### src/rtl/fp_trunc_to_int.sv
module fp_trunc_to_int #(
  parameter int MANT_W = 64,
  parameter int EXP_W  = 16
) (
  input  logic                    clk,
  input  logic                    rst_n,
  input  logic                    in_valid,
  input  logic [2:0]              in_class,
  input  logic                    in_sign,
  input  logic signed [EXP_W-1:0] in_exp,
  input  logic [MANT_W-1:0]       in_mant,
  output logic                    out_valid,
  output logic [31:0]             out_result,
  output logic                    out_inexact,
  output logic                    out_operr
);
  localparam int EXT_W   = MANT_W + 32;
  localparam int SH_W    = $clog2(EXT_W + 1);
  localparam int SH_BASE = MANT_W + 31;
  localparam logic [SH_W-1:0] SH_BASE_V = SH_W'(SH_BASE);

  localparam logic [2:0] CLS_ZERO   = 3'd0;
  localparam logic [2:0] CLS_NORMAL = 3'd1;

  logic              exp_neg, exp_big;
  logic [SH_W-1:0]   sh;
  logic [EXT_W-1:0]  ext, shifted;
  logic [31:0]       mag, sat;
  logic              sticky, mag_ovf, ovf;
  logic [31:0]       nxt_result;
  logic              nxt_inexact, nxt_operr;

  assign exp_neg = in_exp[EXP_W-1];
  assign exp_big = !exp_neg && (|in_exp[EXP_W-2:5]);
  assign ext     = {in_mant, 32'b0};
  assign sh      = SH_BASE_V - {{(SH_W-5){1'b0}}, in_exp[4:0]};
  assign shifted = ext >> sh;
  assign mag     = exp_neg ? 32'd0 : shifted[31:0];
  assign sticky  = exp_neg ? (|in_mant) : ((shifted << sh) != ext);
  assign mag_ovf = {1'b0, mag} >= (33'h0_8000_0000 + {32'b0, in_sign});
  assign sat     = 32'h7FFF_FFFF + {31'b0, in_sign};

  always_comb begin
    nxt_result  = 32'd0;
    nxt_inexact = 1'b0;
    nxt_operr   = 1'b0;
    ovf         = 1'b0;
    if (in_class == CLS_ZERO) begin
      nxt_result = 32'd0;
    end else if (in_class == CLS_NORMAL) begin
      ovf = exp_big || mag_ovf;
      if (ovf) begin
        nxt_result = sat;
        nxt_operr  = 1'b1;
      end else begin
        nxt_result  = in_sign ? (~mag + 32'd1) : mag;
        nxt_inexact = sticky;
      end
    end else begin
      nxt_result = sat;
      nxt_operr  = 1'b1;
    end
  end

  always_ff @(posedge clk) begin
    if (!rst_n) begin
      out_valid   <= 1'b0;
      out_result  <= 32'd0;
      out_inexact <= 1'b0;
      out_operr   <= 1'b0;
    end else begin
      out_valid <= in_valid;
      if (in_valid) begin
        out_result  <= nxt_result;
        out_inexact <= nxt_inexact;
        out_operr   <= nxt_operr;
      end
    end
  end

  AST_VALID_FOLLOWS: assert property (@(posedge clk) disable iff (!rst_n)
    in_valid |=> out_valid);
  AST_VALID_IDLE: assert property (@(posedge clk) disable iff (!rst_n)
    !in_valid |=> !out_valid);
  AST_HOLD_RESULT: assert property (@(posedge clk) disable iff (!rst_n)
    !in_valid |=> $stable(out_result) && $stable(out_inexact) && $stable(out_operr));
  AST_ZERO_CLASS: assert property (@(posedge clk) disable iff (!rst_n)
    in_valid && in_class == 3'd0 |=> out_result == 32'd0 && !out_inexact && !out_operr);
  AST_NONNUM_SAT: assert property (@(posedge clk) disable iff (!rst_n)
    in_valid && in_class >= 3'd2 |=>
      out_operr && !out_inexact &&
      out_result == ($past(in_sign) ? 32'h8000_0000 : 32'h7FFF_FFFF));
  AST_BIG_EXP: assert property (@(posedge clk) disable iff (!rst_n)
    in_valid && in_class == 3'd1 && !in_exp[EXP_W-1] && in_exp >= EXP_W'(32) |=>
      out_operr);
  AST_OVF_NO_INEXACT: assert property (@(posedge clk) disable iff (!rst_n)
    out_valid && out_operr |-> !out_inexact);
  AST_OVF_SAT: assert property (@(posedge clk) disable iff (!rst_n)
    out_valid && out_operr |-> out_result == 32'h7FFF_FFFF || out_result == 32'h8000_0000);
  AST_NEG_EXP: assert property (@(posedge clk) disable iff (!rst_n)
    in_valid && in_class == 3'd1 && in_exp[EXP_W-1] |=>
      out_result == 32'd0 && !out_operr && out_inexact == ($past(in_mant) != '0));
endmodule

### config.mk
export PLATFORM = sky130hd
export DESIGN_NAME = fp_trunc_to_int
export DESIGN_NICKNAME = d
export VERILOG_FILES = /design/src/rtl/fp_trunc_to_int.sv
export SDC_FILE = /design/constraint.sdc
export NUM_CORES = 1
export LEC_CHECK = 0
export BUFFER_PORTS_ARGS = -buffer_cell sky130_fd_sc_hd__clkbuf_2
export CORE_AREA = 2 2 118 120
export CTS_BUF_LIST = sky130_fd_sc_hd__clkbuf_2
export DETAILED_ROUTE_END_ITERATION = 6
export DIE_AREA = 0 0 120 122
export HOLD_SLACK_MARGIN = 0.12
export PLACE_DENSITY = 0.86
export SYNTH_ARGS = -nofsm -noshare
export SYNTH_HDL_FRONTEND = slang
export SYNTH_SLANG_ARGS = --single-unit
### constraint.sdc
create_clock -name clk -period 4.7 [get_ports clk]
set_clock_uncertainty 0.2 [all_clocks]
set_input_delay 0.47 -clock clk [delete_from_list [all_inputs] [get_ports clk]]
set_output_delay 0.47 -clock clk [all_outputs]
set_load 0.03 [all_outputs]
; Word level (Yosys, flattened, before mapping)
; Index checks and enable logic that the tools add are counted.
[classes]
reduce_logical = 6
n_mux = 12
multipliers = 0
n_div = 0
shift = 2
order_cmp = 1
eq_ne = 2
addsub = 4
bitwise_logic = 1
[ops]
columns = cell, n
row1 = $mux 32, 5
row2 = $ne 96x96->1, 1
row3 = $shl 96x7->96, 1
row4 = $shr 96x7->96, 1
row5 = $reduce_or 64->1, 1
row6 = $add 32x1->33 const A, 1
row7 = $ge 32x33->1, 1
row8 = $add 31x1->32 const A, 1
row9 = $add 32x1->32 const B, 1
row10 = $not 32->32, 1
row11 = $reduce_or 10->1, 1
row12 = $mux 1, 7
row13 = $sub 7x5->7 const A, 1
row14 = $eq 3x1->1 const B, 1
row15 = $logic_not 3->1, 1
row16 = $logic_and 1x1->1, 1
row17 = $logic_not 1->1, 1
row18 = $logic_or 1x1->1, 1
[word_totals]
n_memories = 0
ram_bits = 0
in_bits = 87
output_inout_bits = 35
latchBits = 0
romBits = 0
elab_cells = 32
reg_bits = 35

; Depth between registers and ports, before layout
; Gate-level depths: netlist of the first run.
[logic_depth]
word_depth = 9
mapped_depth = 21

; Worst setup path before layout of the first run
; No wires, ideal clock.
[synth_timing]
kind = input to register
from = input in_exp[3]
to = register out_result[31]
path_slack_ns = 0.490
n_path_buf = 5
t_arrival_ns = 3.893
required_time_ns = 4.383
stages = 19
cell_sequence = buf_2 -> buf_2 -> and2_1 -> buf_1 -> clkbuf_1 -> a32o_1 -> a31oi_1 -> and2_1 -> nor2_1 -> inv_1 -> ha_1 -> nand2_1 -> a2111oi_0 -> nand3_1 -> o311a_1 -> buf_4 -> nor2_1 -> a21oi_1 -> a32o_1
[synth_via]
elab_chain_cells = 9
word_cells_on_any_way = 11
cone_classes = add/sub: 2 / order compare: 1 / shift: 1 / mux: 5 / bitwise: 1 / reduce/logical: 1
[synth_lines]
columns = element, line_no
row1 = from (decl), 10  ; input logic signed [EXP_W-1:0] in_exp,
row2 = $sub 7x5->7 *, 36  ; assign sh = SH_BASE_V - {{(SH_W-5){1'b0}}, in_exp[4:0]};
row3 = $shr 96x7->96 *, 37  ; assign shifted = ext >> sh;
row4 = $mux 32 *, 38  ; assign mag = exp_neg ? 32'd0 : shifted[31:0];
row5 = $not 32->32, 56  ; nxt_result = in_sign ? (~mag + 32'd1) : mag;
row6 = $add 32x1->32, 56
row7 = $mux 32, 56
row8 = $mux 32 *, 52  ; if (ovf) begin
row9 = $mux 32 *, 50  ; end else if (in_class == CLS_NORMAL) begin
row10 = $mux 32 *, 48  ; if (in_class == CLS_ZERO) begin
row11 = to (signal assigned), 74  ; out_result <= nxt_result;
row12 = to (decl), 13  ; output logic [31:0] out_result,
; Mark *: on every way between the ends. The rest lies on a longest branch, timed or not.
; A chain may end at the register's enable or synchronous reset.

; Worst setup path in the final report of the first run
[layout_timing]
from = input in_exp[0]
to = register out_result[22]
; The elaborated chain is that of the path after synthesis.

==> results of run 1 <==
kinds of logic (layout without fill, tap and decap cells):
group | after synthesis | count (layout)
simple gates | 365 | 365
compound gates | 327 | 327
mux | 120 | 120
buf+inv | 112 | 284
flops | 35 | 35
xor+xnor | 4 | 4
fa+ha+maj | 2 | 2
placed cells by master (no fill, tap or decap), types with 26 or more instances in the layout:
| master | instances |
|---|---|
| mux2i_1 | 52 |
| nand3_1 | 28 |
| mux4_2 | 33 |
| buf_4 | 136 |
| a21oi_1 | 63 |
| dfxtp_1 | 35 |
| o21ai_0 | 47 |
| clkbuf_2 | 125 |
| nor4_1 | 26 |
| mux2_2 | 28 |
| nand2_1 | 101 |
| nor2_1 | 80 |
final cells by class:
cell class | instances | share of cell area
Inverter | 18 | 0.00773
Timing Repair Buffer | 258 | 0.190
Sequential cell | 35 | 0.0801
Multi-Input combinational cell | 818 | 0.689
Tap cell | 180 | 0.0258
Clock buffer | 5 | 0.00286
Clock inverter | 3 | 0.00444
flip-flops by register name (all words and copies together) (netlist names):
| register | cells |
|---|---|
| out_result | 32 |
| out_inexact | 1 |
| out_valid | 1 |
| out_operr | 1 |
routing by layer:
| metal | vias up | wire length [um] | GRT usage |
|---|---|---|---|
| met5 | - | 0 | 0 |
| met4 | 0 | 3530 | 0.400 |
| met3 | 252 | 4170 | 0.0969 |
| met2 | 865 | 15100 | 0.732 |
| met1 | 4490 | 12900 | 0.581 |
| li1 | 4156 | - | - |
worst max-delay path: stages:
cell and delay, ns:
buf_4 0.38, buf_4 0.25, mux2_2 0.34, mux4_2 0.58, a22oi_1 0.52, o211ai_2 0.24
nor3_4 0.24, a31oi_2 0.15, nor4_2 0.37, o311a_1 0.24, buf_12 0.21, nor2_1 0.12
a21oi_1 0.21, o221ai_1 0.14
worst max path at each step:
stage                          from        endpoint  slack (ns)  cells after the start
final                     in_exp[0]  out_result[22]        0.29                     14
after global routing      in_exp[0]  out_result[22]        0.12                     14
after CTS                 in_exp[0]  out_result[29]        0.41                     14
after detailed placement  in_exp[0]  out_result[29]       -0.03                     14
after global placement    in_exp[0]  out_result[29]        0.03                     14
after floorplan           in_exp[3]  out_result[31]        0.49                     19
power groups by stage:
stage	combinational, uW	clock (uW)	sequential [uW]
global route	1190	213	328
CTS	1100	195	327
finish	1150	196	327
detailed placement	1090	0	333
global placement	1090	0	332
floorplan	624	0	370
per-stage QoR:
stage,hold slack [ns],util,cells
after global placement,0.233,0.642,1309
after detailed placement,0.243,0.642,1309
final,0.172,0.647,1317
after CTS,0.162,0.647,1317
after floorplan,0.374,-,965
after global routing,0.143,0.647,1317
==> flow_summary.yaml, run 1 <==
run_status:
  status: "finished clean"
drt:
  firstDrtPassIters: 6
  wl_per_cell_um: 27.1
  drt.antenna.violating_nets: 0
  drt_iter0_drc: 1651
  vias_per_cell: 7.41
  wirelength_um: 35800
  via_count: 9763
  drcViolationCount: 0
synth:
  synthArstFlopShare: 0
  yosys.area.top_type: "mux4_2"
  synth_xor_area_frac: 0.00483
  synth_area_leaders: "mux4_2 10%, dfxtp_1 9.7%, mux2i_1 7.2%, nand2_1 5.2%, a21oi_1 4.3%"
  yosys_warnings: 0
  syn_inst: 965
  synth_top_family_by_area: "compound AO/OA/AOI/OAI gates"
  yosysMostFrequentCell: "nand2_1"
  synth.mux.area_fraction: 0.236
  synthesis.nets: 1054
  syn_area_mm2: 0.00725
  synth.avg_cell_area_um2: 7.51
  synth_top_cell_area_share: 0.103
  ys_ff_latch: 35
  synth_simple_gate_area_frac: 0.255
  synth_flop_cell: "dfxtp_1"
  synth_commonest_cells: "101 x nand2_1, 80 x nor2_1, 63 x a21oi_1, 53 x clkbuf_1, 52 x mux2i_1"
  synth-edff-count: 0
  netlist-cell-type-count: 97
  yosys.area_share.adder: 0.00345
  synth_compound_area_frac: 0.331
  synth-seq-area-share: 0.0966
power_and_ir_drop:
  total_power_uw: 1680
  netSwitchingFraction: 0.494
  clock_power_share: 0.117
  p_leak_uw: 0.00360
  ir_drop_mv: 0.0874
  intPower_uw: 848
  seq_power_share: 0.195
  power_density_mw_per_mm2: 192
  p_comb_frac: 0.688
  p_switching_uw: 829
floorplan:
  fp.coreArea_mm2: 0.0135
  die_x_um: 120
  die_area_mm2: 0.0146
  ioPinCount: 122
  die_h_um: 122
  num_rows: 43
  start_util: 0.537
global_routing:
  grt_max_degree: 46
  grt_pass1_wl_um: 53700
  grt_pass1_vias: 9133
  grt_util_all_layers: 0.479
  gr-total-overflow: 0
  antenna_found_initial: 0
timing:
  hold_viol_final: 0
  period_minus_slack_ns: 4.41
  final_max_slew_viol_count: 0
  rsz0062_at_grt: "false"
  slew_headroom: 0.531
  finalCritPeriodShare: 0.939
  fin_ws_ns: 0.286
  tightestPinTransition_ns: 0.686
  finalSetupTns_ns: 0
  fmax_mhz: 227
  setup_viol: 0
cts:
  cts_tree: "yes"
  hold_buffers: 0
  cts_sinks: 35
  cts_resized: 0
  cts_buffers: 5
  post_cts_buffers: 0
  clk_latency_ns: 0.40
  clock_path_buffers: 2
  clk_pin_slew_ns: 0.19
  cts-root-buf: "clkbuf_2"
  h-tree-depth: 2
finish:
  drive_above_1_share: 0.318
  register_area_um2: 701
  layout.nets: 1225
  antenna_cells: 0
  fin_area_mm2: 0.00874
  nFillCells: 1225
  area_growth_pct: 20.6
  multi_input_area_mm2: 0.00602
worst_setup_path:
  cp_data_required_time_ns: 4.76
  path_max_fanout: 35
  rr_worst_depth: 4
  crit_type: "in2reg"
  worstSetupEndpointType: "flip-flop"
  r2r_start: "out_inexact"
  cp.arrival_ns: 4.48
  reg2reg_slack_ns: 3.51
  r2r-end: "out_inexact"
  start_kind: "input pin"
min_path:
  whs_endpoint: "out_valid"
  hold_class: "in2reg"
  hold_start: "in_valid"
  min_path_cells: 2
place:
  port_buffers: 121
  placed_area_mm2: 0.00867
  hpwlAfterDp_um: 28000
  routabilityCongestion: 1.13
  pre_cts_slack_ns: -0.0255
run:
  drv_cap: 0
No activity file was read; power rests on OpenSTA's default activity.
==> inputs of run 2 (changes only) <==
--- a/config.mk
+++ b/config.mk
@@ -7,7 +7,7 @@
 export LEC_CHECK = 0
 export BUFFER_PORTS_ARGS = -buffer_cell sky130_fd_sc_hd__clkbuf_2
 export CORE_AREA = 2 2 118 120
-export CTS_BUF_LIST = sky130_fd_sc_hd__clkbuf_2
+export CTS_BUF_LIST = sky130_fd_sc_hd__clkbuf_8 sky130_fd_sc_hd__clkbuf_16
 export DETAILED_ROUTE_END_ITERATION = 6
 export DIE_AREA = 0 0 120 122
 export HOLD_SLACK_MARGIN = 0.12
==> flow_summary.yaml, run 2 (synthesis results as in run 1) <==
timing:
  final_max_slew_viol_count: 0
  period_minus_slack_ns: 4.44
  fin_ws_ns: 0.264
  finalSetupTns_ns: 0
  fmax_mhz: 225
  slew_headroom: 0.478
  hold_viol_final: 0
  rsz0062_at_grt: "false"
  setup_viol: 0
  whs_ns: 0.256
  tightestPinTransition_ns: 0.763
  finalCritPeriodShare: 0.944
finish:
  largest_reg_flops: 32
  fin_area_mm2: 0.00886
  area_growth_pct: 22.2
  final_common_cell: "buf_4"
  antenna_cells: 0
  drive_above_1_share: 0.321
  mostFrequentLayoutCells: "136 x buf_4, 120 x clkbuf_2, 101 x nand2_1, 80 x nor2_1, 63 x a21oi_1"
  nFillCells: 1203
  register_area_um2: 701
  multi_input_area_mm2: 0.00603
  layout.nets: 1225
  regMostFlops: "out_result"
drt:
  wl_per_cell_um: 27.9
  firstDrtPassIters: 6
  vias_per_cell: 7.52
  drcViolationCount: 0
  drt_iter0_drc: 1604
  wirelength_um: 36700
  drt.antenna.violating_nets: 0
  via_count: 9898
worst_setup_path:
  rr_worst_depth: 4
  crit_type: "in2reg"
  path_max_fanout: 31
  cp_data_required_time_ns: 4.67
  startpoint: "in_exp[0]"
  crit_chain: "buf_4, buf_4, mux2_2, mux4_2, a22oi_2, o211ai_2, nor4_2, buf_4, nand2_1, nor3b_1, o211ai_1, mux2i_1, a211oi_1, nor2_1"
  cp.arrival_ns: 4.41
  worstSetupEndpointType: "flip-flop"
  reg2reg_slack_ns: 3.53
  r2r_start: "out_inexact"
  max_stage_delay_ns: 0.58
  crit_buf_inv: 3
  critPathSlowestCell: "mux4_2"
  r2r-end: "out_inexact"
  start_kind: "input pin"
  cp_top_family: "compound AO/OA/AOI/OAI gates"
  path_common_cell: "buf_4"
floorplan:
  fp.coreArea_mm2: 0.0135
  die_h_um: 122
  ioPinCount: 122
  die_x_um: 120
  start_util: 0.537
  die_area_mm2: 0.0146
  num_rows: 43
min_path:
  hold_class: "reg2reg"
  min_path_cells: 2
  whs_endpoint: "out_result[4]"
  hold_start: "out_result[4]"
global_routing:
  grt_util_all_layers: 0.495
  gr-total-overflow: 0
  grt_pass1_wl_um: 55100
  antenna_found_initial: 0
  grt_max_degree: 46
  grt_pass1_vias: 9222
cts:
  cts_sinks: 35
  cts_tree: "yes"
  h-tree-depth: 2
  clk_latency_ns: 0.28
  cts_buffers: 5
  clk_pin_slew_ns: 0.06
  clock_path_buffers: 2
  cts-root-buf: "clkbuf_16"
power_and_ir_drop:
  total_power_uw: 1890
  ir_drop_mv: 0.136
  p_leak_uw: 0.00365
  power_density_mw_per_mm2: 213
run:
  drv_cap: 0
place:
  hpwlAfterDp_um: 28000
  routabilityCongestion: 1.13
  pre_cts_slack_ns: -0.0255
  port_buffers: 121
  placed_area_mm2: 0.00867
run_status:
  status: "finished clean"
## run 2: stage by stage
step	utilization	instances
after floorplan	-	965
after global placement	0.642	1309
after detailed placement	0.642	1309
after CTS	0.655	1317
after global routing	0.656	1317
final	0.656	1317
## run 2: worst min-delay path: cells and delay by family, from the launching register on
family	cells	cell delay, ns
simple gates	1	0.05
flops	1	0.31
compound gates	1	0.05
## run 2: where the power goes
part	internal [uW]	leakage (uW)	switching, uW
Combinational	445	0.00327	718
Sequential	316	0.000288	10.9
Clock	264	0.0000868	135
Total	1020	0.00365	864
## run 2: layout make-up
type	instances	area share
Sequential cell	35	0.0791
Clock inverter	2	0.00395
Tap cell	180	0.0254
Timing Repair Buffer	258	0.188
Multi-Input combinational cell	818	0.681
Clock buffer	6	0.0157
Inverter	18	0.00762
## run 2: layer usage
metal | vias up | global-route usage | part of all wire
met3 | 264 | 0.146 | 0.13
met5 | - | 0 | 0
met1 | 4553 | 0.586 | 0.35
met4 | 0 | 0.390 | 0.093
met2 | 921 | 0.748 | 0.42
li1 | 4160 | - | -
## run 2: worst max path at each step
stage,to,slack (ns),cells past startpoint
2_1_floorplan,out_result[31],0.49,19
3_3_place_gp,out_result[29],0.03,14
3_5_place_dp,out_result[29],-0.03,14
4_1_cts,out_result[29],0.27,14
5_1_grt,out_result[20],0.08,14
6_report,out_result[20],0.26,14
## run 2: repair_timing
| action | CTS | global route |
|---|---|---|
| setup endpoints to repair | 0 | 5 |
| setup buffers | 0 | 0 |
| gates resized for setup | 0 | 3 |
| hold buffers | 0 | 0 |
| endpoints found under the hold margin | 0 | 0 |
